### config.mk
export PLATFORM = sky130hd
export DESIGN_NAME = autobaud_detect
export DESIGN_NICKNAME = d
export VERILOG_FILES = /design/src/rtl/abd_pkg.sv /design/src/rtl/abd_ctrl.sv /design/src/rtl/abd_dpath.sv /design/src/rtl/autobaud_detect.sv
export SDC_FILE = /design/constraint.sdc
export NUM_CORES = 1
export LEC_CHECK = 0
export BUFFER_PORTS_ARGS = -buffer_cell sky130_fd_sc_hd__clkbuf_2
export CAP_MARGIN = 20
export CORE_UTILIZATION = 40
export CTS_CLUSTER_SIZE = 30
export DETAILED_ROUTE_END_ITERATION = 8
export PLACE_DENSITY = 0.52
export SLEW_MARGIN = 15
export SYNTH_ARGS = -nofsm -noshare
export SYNTH_HDL_FRONTEND = slang
export SYNTH_SLANG_ARGS = --single-unit
### constraint.sdc
create_clock -name clk -period 15.6 [get_ports clk]
set_clock_uncertainty 0.15 [all_clocks]
set_input_delay 3.12 -clock clk [delete_from_list [all_inputs] [get_ports clk]]
set_output_delay 3.12 -clock clk [all_outputs]
set_load 0.02 [all_outputs]
### src/rtl/abd_pkg.sv
package abd_pkg;

  typedef enum logic [2:0] {
    ST_IDLE,
    ST_BREAK,
    ST_DELIM,
    ST_SYNC,
    ST_CHECK,
    ST_DRAIN
  } abdState_t;

  // strobes from control to datapath
  typedef struct packed {
    logic cntLoad;
    logic cntInc;
    logic syncStart;
    logic edgeTake;
    logic commit;
    logic reportErr;
    logic reportTo;
  } abdCtrl_t;

  // conditions from datapath to control
  typedef struct packed {
    logic lineLow;
    logic fallEdge;
    logic brkLongEnough;
    logic brkTooLong;
    logic delimMet;
    logic gapExpired;
    logic lastEdge;
    logic syncShapeOk;
  } abdStat_t;

endpackage

### src/rtl/abd_ctrl.sv
module abd_ctrl
  import abd_pkg::*;
(
  input  logic     clk,
  input  logic     rstN,
  input  logic     enableI,
  input  abdStat_t stat,
  output abdCtrl_t ctrl
);

  abdState_t stateQ, stateD;

  always_ff @(posedge clk) begin
    if (!rstN) stateQ <= ST_IDLE;
    else       stateQ <= stateD;
  end

  always_comb begin
    stateD = stateQ;
    ctrl   = '0;
    if (!enableI) begin
      stateD = ST_IDLE;
    end else begin
      unique case (stateQ)
        ST_IDLE: begin
          if (stat.fallEdge) begin
            ctrl.cntLoad = 1'b1;
            stateD       = ST_BREAK;
          end
        end
        ST_BREAK: begin
          if (stat.lineLow) begin
            if (stat.brkTooLong) begin
              ctrl.reportTo = 1'b1;
              stateD        = ST_DRAIN;
            end else begin
              ctrl.cntInc = 1'b1;
            end
          end else if (stat.brkLongEnough) begin
            ctrl.cntLoad = 1'b1;
            stateD       = ST_DELIM;
          end else begin
            stateD = ST_IDLE;
          end
        end
        ST_DELIM: begin
          if (stat.lineLow) begin
            if (stat.delimMet) begin
              ctrl.syncStart = 1'b1;
              stateD         = ST_SYNC;
            end else begin
              ctrl.cntLoad = 1'b1;
              stateD       = ST_BREAK;
            end
          end else begin
            ctrl.cntInc = 1'b1;
          end
        end
        ST_SYNC: begin
          if (stat.fallEdge) begin
            ctrl.edgeTake = 1'b1;
            if (stat.lastEdge) stateD = ST_CHECK;
          end else if (stat.gapExpired) begin
            ctrl.reportErr = 1'b1;
            stateD         = ST_DRAIN;
          end
        end
        ST_CHECK: begin
          if (stat.syncShapeOk) ctrl.commit    = 1'b1;
          else                  ctrl.reportErr = 1'b1;
          stateD = ST_DRAIN;
        end
        ST_DRAIN: begin
          if (!stat.lineLow) stateD = ST_IDLE;
        end
        default: stateD = ST_IDLE;
      endcase
    end
  end

endmodule

### src/rtl/abd_dpath.sv
module abd_dpath
  import abd_pkg::*;
#(
  parameter int CNT_W = 20,
  parameter int NOM_W = 12,
  parameter int DLM_W = 3
) (
  input  logic              clk,
  input  logic              rstN,
  input  logic              overSampleI,
  input  logic              rxIn,
  input  logic [NOM_W-1:0]  nomBitI,
  input  logic [DLM_W-1:0]  delimBitsI,
  input  abdCtrl_t          ctrl,
  output abdStat_t          stat,
  output logic [CNT_W-2:0]  prescalerO,
  output logic [2:0]        modulationO,
  output logic              doneO,
  output logic              syncErrO,
  output logic              brkTimeoutO
);

  localparam int SPAN_W  = CNT_W + 2;
  localparam int PRE_W   = CNT_W - 1;
  localparam int EXT_W   = SPAN_W + 6;
  localparam int N_IV    = 4;
  localparam int OSPRE_W = SPAN_W - 6;
  localparam logic [CNT_W-1:0] K11 = CNT_W'(11);
  localparam logic [CNT_W-1:0] K22 = CNT_W'(22);

  // line sampling
  logic rxS, prevS;
  always_ff @(posedge clk) begin
    if (!rstN) begin
      rxS   <= 1'b1;
      prevS <= 1'b1;
    end else begin
      rxS   <= rxIn;
      prevS <= rxS;
    end
  end

  // thresholds from the nominal bit time
  logic [CNT_W-1:0] nomW, brkMin, brkMax, gapMax, delimNeed;
  assign nomW      = {{(CNT_W-NOM_W){1'b0}}, nomBitI};
  assign brkMin    = nomW * K11;
  assign brkMax    = nomW * K22;
  assign gapMax    = nomW << 2;
  assign delimNeed = nomW * {{(CNT_W-DLM_W){1'b0}}, delimBitsI};

  // run-length counter
  logic [CNT_W-1:0] cntQ;
  always_ff @(posedge clk) begin
    if (!rstN)                          cntQ <= '0;
    else if (ctrl.cntLoad)              cntQ <= CNT_W'(1);
    else if (ctrl.cntInc && cntQ != '1) cntQ <= cntQ + 1'b1;
  end

  // free-running timebase and edge intervals
  logic [CNT_W-1:0] freeQ, lastTsQ, sinceEdge;
  logic [1:0]       edgeIdxQ;
  logic [CNT_W-1:0] ivQ [N_IV];

  assign sinceEdge = freeQ - lastTsQ;

  always_ff @(posedge clk) begin
    if (!rstN) begin
      freeQ    <= '0;
      lastTsQ  <= '0;
      edgeIdxQ <= '0;
      for (int i = 0; i < N_IV; i++) ivQ[i] <= '0;
    end else begin
      freeQ <= freeQ + 1'b1;
      if (ctrl.syncStart) begin
        lastTsQ  <= freeQ;
        edgeIdxQ <= '0;
      end else if (ctrl.edgeTake) begin
        ivQ[edgeIdxQ] <= sinceEdge;
        lastTsQ       <= freeQ;
        edgeIdxQ      <= edgeIdxQ + 1'b1;
      end
    end
  end

  // span and per-interval shape check
  logic [SPAN_W-1:0] span;
  always_comb begin
    span = '0;
    for (int i = 0; i < N_IV; i++) span = span + SPAN_W'(ivQ[i]);
  end

  logic [N_IV-1:0] ivOk;
  for (genvar g = 0; g < N_IV; g++) begin : g_shape
    logic [EXT_W-1:0] scaledIv, scaledSpan, dev;
    assign scaledIv   = EXT_W'(ivQ[g]) << 5;
    assign scaledSpan = EXT_W'(span) << 3;
    assign dev        = (scaledIv > scaledSpan) ? scaledIv - scaledSpan
                                                : scaledSpan - scaledIv;
    assign ivOk[g]    = dev <= EXT_W'(span);
  end

  // prescaler and modulation candidates
  logic [SPAN_W:0]    rounded;
  logic [PRE_W-1:0]   preNew;
  logic [2:0]         modNew;
  logic [OSPRE_W-1:0] preOs;
  assign rounded = {1'b0, span} + (SPAN_W+1)'(8);
  assign preOs   = rounded[SPAN_W:7];

  always_comb begin
    if (overSampleI) begin
      preNew = PRE_W'(preOs);
      modNew = rounded[6:4];
    end else begin
      preNew = span[SPAN_W-1:3];
      modNew = span[2:0];
    end
  end

  // status to control
  always_comb begin
    stat.lineLow       = ~rxS;
    stat.fallEdge      = prevS & ~rxS;
    stat.brkLongEnough = cntQ >= brkMin;
    stat.brkTooLong    = (cntQ + 1'b1) >= brkMax;
    stat.delimMet      = cntQ >= delimNeed;
    stat.gapExpired    = sinceEdge >= gapMax;
    stat.lastEdge      = edgeIdxQ == 2'd3;
    stat.syncShapeOk   = &ivOk;
  end

  // outputs
  always_ff @(posedge clk) begin
    if (!rstN) begin
      prescalerO  <= '0;
      modulationO <= '0;
      doneO       <= 1'b0;
      syncErrO    <= 1'b0;
      brkTimeoutO <= 1'b0;
    end else begin
      doneO       <= ctrl.commit;
      syncErrO    <= ctrl.reportErr;
      brkTimeoutO <= ctrl.reportTo;
      if (ctrl.commit) begin
        prescalerO  <= preNew;
        modulationO <= modNew;
      end
    end
  end

endmodule

### src/rtl/autobaud_detect.sv
module autobaud_detect
  import abd_pkg::*;
#(
  parameter int CNT_W = 20,
  parameter int NOM_W = 12,
  parameter int DLM_W = 3
) (
  input  logic              clk,
  input  logic              rstN,
  input  logic              enableI,
  input  logic              overSampleI,
  input  logic              rxIn,
  input  logic [NOM_W-1:0]  nomBitI,
  input  logic [DLM_W-1:0]  delimBitsI,
  output logic [CNT_W-2:0]  prescalerO,
  output logic [2:0]        modulationO,
  output logic              doneO,
  output logic              syncErrO,
  output logic              brkTimeoutO
);

  abdCtrl_t ctrlW;
  abdStat_t statW;

  abd_ctrl ctrl_i (
    .clk     (clk),
    .rstN    (rstN),
    .enableI (enableI),
    .stat    (statW),
    .ctrl    (ctrlW)
  );

  abd_dpath #(
    .CNT_W (CNT_W),
    .NOM_W (NOM_W),
    .DLM_W (DLM_W)
  ) dpath_i (
    .clk         (clk),
    .rstN        (rstN),
    .overSampleI (overSampleI),
    .rxIn        (rxIn),
    .nomBitI     (nomBitI),
    .delimBitsI  (delimBitsI),
    .ctrl        (ctrlW),
    .stat        (statW),
    .prescalerO  (prescalerO),
    .modulationO (modulationO),
    .doneO       (doneO),
    .syncErrO    (syncErrO),
    .brkTimeoutO (brkTimeoutO)
  );

endmodule

==> results.md <==
- The biggest area contributor in the post-synthesis netlist is sky130_fd_sc_hd__ha_1.
- The die covers 61260 um^2.
- After clock tree synthesis, the clock-pin slew on the worst setup and hold paths is 0.07 ns.
- The worst reg2reg path depth is 51.
- The kind of critical path is register to register.
- The via count of the first global-routing pass is 22.09k.
- The die is 247.5 um tall.
- For this design the top-level I/O count stands at 45.
- The filler cells instantiated in the layout total 6028.
- A synthesized cell averages 7.815 um^2.
- Of all flip-flops after synthesis, the portion carrying an async set or reset was 0%.
- The max-capacitance violation count is 0.
- Among all stages on the critical path, the largest delay is contributed by sky130_fd_sc_hd__or4_1.
- For the finished layout, the period the worst path requires is 13.42 ns.
- The run finished with clean final reports.
- VDD sags by at most 0.0001029 V.
- The sort of element at the end of the critical path is a register.
- CTS built an H-tree with a depth of 4.
- CTS placed an instance of sky130_fd_sc_hd__clkbuf_16 at the clock tree root.
- The number of port buffers is 44.
- The total negative slack is 0 ns.
- The antenna diode count is 0.
- The number of nets in the final layout is 3519.
- Entering global routing, the biggest net connects 55 pins.
- Among the stages of the critical path, the cell type that occurs most often is sky130_fd_sc_hd__o21ai_0.
- The total wire length is 88400 um.
- The nature of the critical path startpoint is a register.
- Once detail routing completed, the nets flagged for antenna violations numbered 0.
- Among all cell types in the netlist, the one instantiated most often is sky130_fd_sc_hd__ha_1.
- The number of different library cells in the post-synthesis netlist is 90.
- The number of nets in the synthesized netlist is 3526.
- The delay of the slowest cell on the worst path is 0.67 ns.
- The post-route netlist has 5.629% of its cells at a drive strength greater than 1.
- After floorplanning, the core was divided into 89 placement rows.
- In this run the static leakage power is 11.87 nW.
- The initial antenna violation count is 1.
- For hold timing, the worst endpoint is dpath_i.prescalerO[2].
- The portion of synthesized cell area occupied by the leading cell type is 19.41%.
- The transition time at the pin with the least slew margin is 1.160 ns.
- In the routed design, unresolved DRC markers number 0.
- The global-route wire length before repair is 133400 um.
- The headroom to the max-slew limit is 21.65%.
- For this run, the number of standard cells in the final layout without fillers is 3864.
- Among all flip-flop cells after synthesis, the most frequent one is sky130_fd_sc_hd__dfxtp_1.
- The number of setup buffers added after CTS is 0.
- The synthesized design contains 80 enable-type register cells.
- Data arrives at the worst endpoint at 13.68 ns.
- The iteration count of the initial detailed-routing pass is 5.
- Setup repair after global routing left no endpoint under its margin.
- Global routing finished with a remaining overflow of 0.
- The number of gates given a new drive strength after cts is 0.
- Once detailed placement completed, the half-perimeter wirelength came to 72740 um.
- In this run, the number of DRC markers left after iteration 0 of detailed routing was 1653.
- The number of vias per cell is 5.937.
- The number of hold buffers added after cts is 0.
- The worst hold path startpoint is dpath_i.prescalerO[2].
- Synthesis produced a netlist whose cell count is 3085.
- The required time reported for the critical path endpoint is 15.85 ns.
- Global routing used 28.95% of the available tracks across all layers.
- The tree built by TritonCTS fans out to 172 sinks.
- Ranked by instance count, the synthesized netlist is headed by 374 x sky130_fd_sc_hd__ha_1, 315 x sky130_fd_sc_hd__inv_1, 268 x sky130_fd_sc_hd__nand2_1.
- The hold violation total from the final report is 0.
- The worst register-to-register path begins at dpath_i.ivQ[0][0].
- The core footprint is 59240 um^2.
- In this run the power density over the cells is 166.5 nW/um^2.
- The maximum fanout along the worst path is 22.
- The worst hold path belongs to the class register to register.
- The buffer depth of the longest clock path is 2.
- The count of cells along the worst hold path is 2.
- The number of pins exceeding their max-slew limit in the final report is 0.
- The synthesized netlist occupies a cell area of 24110 um^2.
- In the final routed layout, each cell accounts on average for 22.88 um.
- The CTS buffer count is 17.
- The reg-to-reg critical path endpoint is dpath_i.modulationO[0].
- Clock latency on the worst-skew pair, taken at its later pin, is 0.48 ns.
- The count of state elements after synthesis is 172.
- For this run, the number of Yosys warnings is 0.
- The layout overhead on the synthesized area is 7.234%.
- The share of the Yosys chip area taken by registers is 17.60%.
- The final critical path takes up 86.05% of the cycle.
- By area the synthesized netlist is led by sky130_fd_sc_hd__ha_1 19%, sky130_fd_sc_hd__edfxtp_1 10%, sky130_fd_sc_hd__dfxtp_1 7.6%.
- The number of setup violations in the final report is 0.
- The initial standard-cell utilization of the core is 40.70%.
- The die is 247.5 um wide.
- The CTS tree is built.
- The final hold slack is 0.3116 ns.
- Across all layers, the routed design uses 22.94k vias.
- The maximum clock frequency is 0.07450 GHz.
- The setup check on the worst reg-to-reg path leaves a slack of 2.18 ns.
- The congestion estimate from routability-driven global placement came to 1.036.
- Including well taps, the total number of placed cells is 3831.
[layout make-up]
| class | count | area, um^2 | area share (%) |
|---|---|---|---|
| Sequential cell | 172 | 4244 | 16.42 |
| Inverter | 320 | 1201 | 4.646 |
| Timing Repair Buffer | 90 | 593.1 | 2.294 |
| Clock buffer | 17 | 425.4 | 1.645 |
| Multi-Input combinational cell | 2477 | 18200 | 70.41 |
| Tap cell | 773 | 967.2 | 3.741 |
| Clock inverter | 15 | 219.0 | 0.8469 |
[worst max-delay path: cells and delay by family, from the launching register on]
kind / cells / cell delay, ns
adders and majority gates: 6 / 2.23
buffers and inverters: 6 / 1.26
muxes: 1 / 0.24
and+or+nand+nor: 12 / 2.76
xor gates and xnor gates: 2 / 0.31
AOI/OAI and AO/OA: 24 / 5.90
DFF: 1 / 0.42
[flip-flops by register name (all words and copies together), names as in the netlist]
signal / count
dpath_i.prevS: 1
dpath_i.syncErrO: 1
dpath_i.prescalerO: 19
dpath_i.brkTimeoutO: 1
dpath_i.modulationO: 3
dpath_i.ivQ: 80
dpath_i.cntQ: 20
dpath_i.freeQ: 20
dpath_i.doneO: 1
dpath_i.edgeIdxQ: 2
ctrl_i.stateQ: 3
dpath_i.lastTsQ: 20
dpath_i.rxS: 1
[worst max-delay path by stage]
| stage | startpoint | endpoint | cells past startpoint |
|---|---|---|---|
| 6_report | dpath_i.ivQ[0][0] | dpath_i.modulationO[0] | 51 |
| 5_1_grt | dpath_i.ivQ[1][0] | dpath_i.modulationO[1] | 51 |
| 4_1_cts | dpath_i.ivQ[1][0] | dpath_i.modulationO[0] | 51 |
| 3_5_place_dp | dpath_i.ivQ[1][0] | dpath_i.prescalerO[6] | 51 |
| 3_3_place_gp | dpath_i.ivQ[1][0] | dpath_i.modulationO[2] | 52 |
| 2_1_floorplan | dpath_i.ivQ[1][0] | dpath_i.prescalerO[0] | 55 |
[cell usage in the layout (no fill, tap or decap), types with 47 or more instances in the layout]
master	count
sky130_fd_sc_hd__inv_1	315
sky130_fd_sc_hd__o21ai_0	158
sky130_fd_sc_hd__nand3_1	79
sky130_fd_sc_hd__a21oi_1	227
sky130_fd_sc_hd__fa_1	47
sky130_fd_sc_hd__dfxtp_1	92
sky130_fd_sc_hd__mux2i_1	62
sky130_fd_sc_hd__a21o_1	99
sky130_fd_sc_hd__xnor2_1	109
sky130_fd_sc_hd__nor3_1	49
sky130_fd_sc_hd__xor2_1	98
sky130_fd_sc_hd__nand2_1	268
sky130_fd_sc_hd__ha_1	374
sky130_fd_sc_hd__nor2_1	266
sky130_fd_sc_hd__a211oi_1	51
sky130_fd_sc_hd__edfxtp_1	80
[per-stage QoR]
step                instance area [um^2]  total power, W  utilization (%)  setup slack, ns
floorplan                          24110        0.002827                -            4.791
global placement                   25150        0.003752            42.46            2.747
detailed placement                 25190        0.003779            42.53            2.470
CTS                                25840        0.004266            43.62            2.382
global route                       25850        0.004657            43.64            1.400
finish                             25850        0.004305            43.64            2.177
[routing by layer]
layer	routed length, um	up-vias	track usage (%)
li1	-	10984	-
met1	38270	11028	37.31
met2	40970	772	48.42
met5	14	-	0
met4	3502	2	11.64
met3	5640	154	4.055
[cells by family after synthesis]
kind of cell / after synthesis / synth area share, %
adder cells (fa/ha/maj): 421 / 23.31
flip-flops: 172 / 17.60
buffers and inverters: 436 / 6.892
multiplexers: 68 / 2.854
AND/OR/NAND/NOR: 942 / 18.82
AO/OA/AOI/OAI: 838 / 22.91
XOR/XNOR: 208 / 7.613
[where the power goes]
group / internal [W] / total (W) / switching [W] / leakage, nW
Combinational: 0.00125 / 0.00334 / 0.00210 / 9.99
Clock: 0.000247 / 0.000467 / 0.000220 / 0.312
Sequential: 0.000479 / 0.000493 / 0.0000141 / 1.57
Total: 0.00197 / 0.00430 / 0.00233 / 11.9
Power figures use the tool's default switching activity.
